### src/rtl/intmask_pkg.sv
package intmask_pkg;
   typedef struct packed {
      logic fmask;
      logic nmask;
      logic fast;
   } ctx_frame_t;
endpackage

### src/rtl/intmask_arb.sv
module intmask_arb (
   input  logic fast_req,
   input  logic norm_req,
   input  logic fmask,
   input  logic nmask,
   input  logic full,
   input  logic ret,
   output logic take_fast,
   output logic take_norm
);
   logic open_gate;

   assign open_gate = ~full & ~ret;
   assign take_fast = open_gate & fast_req & ~fmask;
   assign take_norm = open_gate & norm_req & ~nmask & ~take_fast;
endmodule

### src/rtl/intmask_stack.sv
module intmask_stack
   import intmask_pkg::*;
#(
   parameter int DEPTH = 2
) (
   input  logic       clk,
   input  logic       rst_n,
   input  logic       push,
   input  ctx_frame_t push_frame,
   input  logic       pop,
   output ctx_frame_t top_frame,
   output logic       full,
   output logic       nonempty
);
   localparam int CW = $clog2(DEPTH + 1);

   generate
      if (DEPTH < 1) begin : g_bad_depth
         $error("intmask_stack: DEPTH must be at least 1");
      end
   endgenerate

   logic [CW-1:0]              cnt_q;
   ctx_frame_t [DEPTH-1:0]     slot_q;

   assign full     = (cnt_q == CW'(DEPTH));
   assign nonempty = (cnt_q != '0);

   always_ff @(posedge clk or negedge rst_n) begin
      if (!rst_n)
         cnt_q <= '0;
      else if (push && !full)
         cnt_q <= cnt_q + 1'b1;
      else if (pop && nonempty)
         cnt_q <= cnt_q - 1'b1;
   end

   generate
      for (genvar k = 0; k < DEPTH; k++) begin : g_slot
         ctx_frame_t frame_r;
         always_ff @(posedge clk or negedge rst_n) begin
            if (!rst_n)
               frame_r <= '0;
            else if (push && (cnt_q == CW'(k)))
               frame_r <= push_frame;
         end
         assign slot_q[k] = frame_r;
      end
   endgenerate

   always_comb begin
      top_frame = '0;
      for (int i = 0; i < DEPTH; i++) begin
         if (cnt_q == CW'(i + 1))
            top_frame = slot_q[i];
      end
   end
endmodule

### src/rtl/intmask_regs.sv
module intmask_regs
   import intmask_pkg::*;
(
   input  logic       clk,
   input  logic       rst_n,
   input  logic       lock,
   input  logic       take_fast,
   input  logic       take_norm,
   input  logic       ret_ok,
   input  ctx_frame_t ret_frame,
   input  logic       fwe,
   input  logic       fd,
   input  logic       nwe,
   input  logic       nd,
   output logic       fmask,
   output logic       nmask
);
   logic f_next_sw;
   logic f_next_ret;

   assign f_next_sw  = lock ? (fmask & fd) : fd;
   assign f_next_ret = lock ? (fmask & ret_frame.fmask) : ret_frame.fmask;

   always_ff @(posedge clk or negedge rst_n) begin
      if (!rst_n) begin
         fmask <= 1'b1;
         nmask <= 1'b1;
      end else if (take_fast) begin
         fmask <= 1'b1;
         nmask <= 1'b1;
      end else if (take_norm) begin
         nmask <= 1'b1;
      end else if (ret_ok) begin
         fmask <= f_next_ret;
         nmask <= ret_frame.nmask;
      end else begin
         if (fwe) fmask <= f_next_sw;
         if (nwe) nmask <= nd;
      end
   end
endmodule

### src/rtl/intmask_ctrl.sv
module intmask_ctrl
   import intmask_pkg::*;
#(
   parameter int NEST_DEPTH = 2
) (
   input  logic clk,
   input  logic rst_n,
   input  logic fast_lock_i,
   input  logic fmask_wr_i,
   input  logic fmask_wdata_i,
   input  logic nmask_wr_i,
   input  logic nmask_wdata_i,
   input  logic fast_req_i,
   input  logic norm_req_i,
   input  logic exc_ret_i,
   output logic fmask_o,
   output logic nmask_o,
   output logic fast_enter_o,
   output logic norm_enter_o,
   output logic in_fast_o
);
   logic       take_fast, take_norm;
   logic       stk_full, stk_nz, ret_ok;
   ctx_frame_t push_frame, top_frame;
   logic       fmask_q, nmask_q;

   intmask_arb u_arb (
      .fast_req  (fast_req_i),
      .norm_req  (norm_req_i),
      .fmask     (fmask_q),
      .nmask     (nmask_q),
      .full      (stk_full),
      .ret       (exc_ret_i),
      .take_fast (take_fast),
      .take_norm (take_norm)
   );

   assign push_frame = '{fmask: fmask_q, nmask: nmask_q, fast: take_fast};
   assign ret_ok     = exc_ret_i & stk_nz;

   intmask_stack #(.DEPTH(NEST_DEPTH)) u_stack (
      .clk        (clk),
      .rst_n      (rst_n),
      .push       (take_fast | take_norm),
      .push_frame (push_frame),
      .pop        (ret_ok),
      .top_frame  (top_frame),
      .full       (stk_full),
      .nonempty   (stk_nz)
   );

   intmask_regs u_regs (
      .clk       (clk),
      .rst_n     (rst_n),
      .lock      (fast_lock_i),
      .take_fast (take_fast),
      .take_norm (take_norm),
      .ret_ok    (ret_ok),
      .ret_frame (top_frame),
      .fwe       (fmask_wr_i),
      .fd        (fmask_wdata_i),
      .nwe       (nmask_wr_i),
      .nd        (nmask_wdata_i),
      .fmask     (fmask_q),
      .nmask     (nmask_q)
   );

   assign fmask_o      = fmask_q;
   assign nmask_o      = nmask_q;
   assign fast_enter_o = take_fast;
   assign norm_enter_o = take_norm;
   assign in_fast_o    = stk_nz & top_frame.fast;
endmodule

### config.mk
export PLATFORM = sky130hd
export DESIGN_NAME = intmask_ctrl
export DESIGN_NICKNAME = d
export VERILOG_FILES = /design/src/rtl/intmask_pkg.sv /design/src/rtl/intmask_arb.sv /design/src/rtl/intmask_stack.sv /design/src/rtl/intmask_regs.sv /design/src/rtl/intmask_ctrl.sv
export SDC_FILE = /design/constraint.sdc
export NUM_CORES = 1
export LEC_CHECK = 0
export ABC_CLOCK_PERIOD_IN_PS = 1700
export CORE_MARGIN = 5
export CORE_UTILIZATION = 29
export CTS_CLUSTER_DIAMETER = 200
export DETAILED_ROUTE_END_ITERATION = 10
export HOLD_SLACK_MARGIN = 0.06
export PLACE_DENSITY = 0.53
export SYNTH_ARGS = -nofsm -noshare
export SYNTH_HDL_FRONTEND = slang
export SYNTH_SLANG_ARGS = --single-unit
### constraint.sdc
create_clock -name clk -period 1.7 [get_ports clk]
set_input_delay 0.51 -clock clk [delete_from_list [all_inputs] [get_ports clk]]
set_output_delay 0.51 -clock clk [all_outputs]
set_load 0.05 [all_outputs]
==> results.json <==
{
  "power_density_nw_per_um2": 1820,
  "fin_ws_ns": -0.2590,
  "avgRoutedWirePerCell_um": 12.64,
  "initial_core_util_pct": 29.81,
  "r2r_cells": 6,
  "min_to": "u_stack.g_slot[0].frame_r[0]$_DFFE_PN0P_",
  "wirelength_um": 1479,
  "grt_pass1_vias": 535,
  "grt-busiest-layer": "met2",
  "cts_htree_levels": 1,
  "synthTopCellsByCount": "dfrtp_1, nand2_1, nor2_1",
  "netlist_area_um2": 653.1,
  "clock_path_buffers": 2,
  "utilization_pct": 48.72,
  "grt_overflow_total": 0,
  "final_area_um2": 1067,
  "critical_path_class": "flop to output pin",
  "synthesis.nets": 70,
  "final.period_utilization_pct": 115.2,
  "syn_avg_cell_area_um2": 11.46,
  "setup_violations": 3,
  "synthToLayoutAreaGrowth_pct": 63.41,
  "crit_path_max_fanout": 2,
  "die_y_um": 57.46,
  "arrival_ns": 1.45,
  "cts_hold_buf": 0,
  "p_leak_nw": 0.4930,
  "synth_cell_types": 26,
  "gp_congestion": 0.7354,
  "drive_above_1_share_pct": 52.81,
  "use_met3_pct": 4.072,
  "antenna-diode-count": 0,
  "ir_drop_mv": 0.7778,
  "synthesis.instances": 57,
  "synth_top_area_share_pct": 30.65,
  "grt_max_degree": 11,
  "whs_path_depth": 1,
  "grt_usage_pct": 10.07,
  "reg2reg_from": "u_stack.cnt_q[1]$_DFFE_PN0P_",
  "cts_tree": "done",
  "final-hold-violation-count": 0,
  "dpl_cell_area_um2": 967.2,
  "worst_r2r_endpoint": "u_stack.g_slot[0].frame_r[1]$_DFFE_PN0P_",
  "setup-tns-final_ns": -0.7190,
  "use_met1_pct": 11.80,
  "portBuffers": 14,
  "post-route-drc-count": 0,
  "cap_violations": 0,
  "fin_crit_ns": 1.959,
  "status": "finished with violations",
  "stdcell_count": 117,
  "dp.cells": 108,
  "drtIter0Drc": 7,
  "core_um2": 2191,
  "rows": 17,
  "first_pass_iters": 4,
  "cts.sinks": 10,
  "numCtsBuffers": 3,
  "synth-edff-count": 0,
  "ios": 15,
  "clkTransAtPathRegs_ns": 0.07,
  "fin_nets": 103,
  "synth.largest_area_cell": "dfrtp_1",
  "insertion_delay_ns": 0.26,
  "grt_first_pass_wirelength_um": 2546,
  "end_kind": "output pin",
  "violations": "negative setup slack",
  "via_per_inst": 4.436,
  "synth-main-ff-cell": "dfrtp_1",
  "die_w_um": 57.46,
  "rsz0062_at_grt": "true",
  "worst_pin_slew_ns": 0.4627,
  "ant_nets": 0,
  "yosysMostFrequentCell": "dfrtp_1",
  "dieArea_um2": 3301,
  "ys_async_sr_fraction_pct": 100.0,
  "dpl.hpwl_um": 1109,
  "cp-start-kind": "flop",
  "yosysSeqAreaShare_pct": 38.70,
  "ys_ff_latch": 10,
  "vias": 519,
  "max_freq_mhz": 510.5,
  "grtUsageMet2_pct": 16.29,
  "relSlewSlack_pct": 69.05,
  "rrSetupSlack_ns": 0.06,
  "final_max_slew_viol_count": 0,
  "hold_class": "flop to flop",
  "hp-start": "u_stack.g_slot[0].frame_r[0]$_DFFE_PN0P_",
  "antenna_found_initial": 0,
  "skew_ns": 0.009307,
  "pre_cts_slack_ns": -0.4355,
  "clock-root-buffer": "clkbuf_4",
  "yosys_warnings": 0,
  "synth_area_leaders": "dfrtp_1, mux2_4, dfstp_2, ha_1, nand2b_4",
  "cp.required_ns": 1.19
}
==> layer usage <==
| metal | vias to the layer above | share of wire [%] |
|---|---|---|
| li1 | 261 | - |
| met1 | 240 | 44 |
| met2 | 14 | 47 |
| met3 | 4 | 7.0 |
| met4 | 0 | 1.5 |
| met5 | - | 0 |
==> critical path: stages (launching register included) <==
cell      delay [ns]
dfstp_4         0.63
nand2b_4        0.12
nor4b_4         0.26
buf_12          0.18
==> timing repair <==
item,CTS,global route
gates cloned,0,0
endpoints found under the setup margin,9,9
resized for setup,9,4
pin swaps,5,3
setup buffers,4,2
==> placed cells by master (no fill, tap or decap), types with 2 or more instances in the layout <==
cell              n
nand2_4           2
o211ai_1          2
inv_1             2
a22o_2            2
dlygate4sd2_1     3
dfrtp_1           8
nand2_1           5
clkdlybuf4s50_1   6
ha_4              2
inv_2             2
buf_12            5
clkbuf_4          3
nor3_1            2
nor4b_4           2
nand2b_4          2
mux2_4            4
buf_4            14
o21ai_0           2
nor2_1            4
==> flip-flops by register name, indices dropped and copies added (netlist names) <==
name                    count
u_stack.g_slot.frame_r      6
u_regs.fmask                1
u_regs.nmask                1
u_stack.cnt_q               2
==> logic make-up after synthesis <==
group	count (synthesis)	synth area share (%)
XOR/XNOR	1	1.341
AO/OA/AOI/OAI	11	14.18
buffers and inverters	6	4.788
AND/OR/NAND/NOR	20	22.80
multiplexers	6	12.45
flip-flops	10	38.70
adder cells (fa/ha/maj)	3	5.748
==> layout make-up <==
cell class,count,area [um^2]
Tap cell,28,35.03
Clock buffer,4,26.28
Inverter,4,15.01
Multi-Input combinational cell,41,416.7
Sequential cell,10,256.5
Timing Repair Buffer,30,317.8
Fill cell,202,1124
==> worst max path at each step <==
stage	cells after the start	slack, ns	startpoint	end
after floorplan	2	-0.34	u_regs.fmask$_DFFE_PN1P_	norm_enter_o
after global placement	3	-0.43	exc_ret_i	fast_enter_o
after detailed placement	3	-0.44	exc_ret_i	fast_enter_o
after CTS	3	-0.27	u_regs.fmask$_DFFE_PN1P_	fast_enter_o
after global routing	3	-0.32	u_stack.cnt_q[1]$_DFFE_PN0P_	fast_enter_o
final	3	-0.26	u_regs.fmask$_DFFE_PN1P_	norm_enter_o
==> where the power goes <==
part	internal (mW)	switching, mW	total, mW	leakage, nW
logic	0.702	0.588	1.29	0.360
clock network	0.0904	0.0775	0.168	0.0150
registers	0.385	0.0983	0.484	0.118
==> per-stage QoR <==
step	hold slack, ns	total power [mW]
after global placement	0.4863	1.607
after floorplan	0.2144	1.183
after global routing	0.5225	2.072
after CTS	0.5069	1.916
after detailed placement	0.4903	1.622
final	0.5010	1.942
Note: power is estimated with default switching activity, not from simulation.
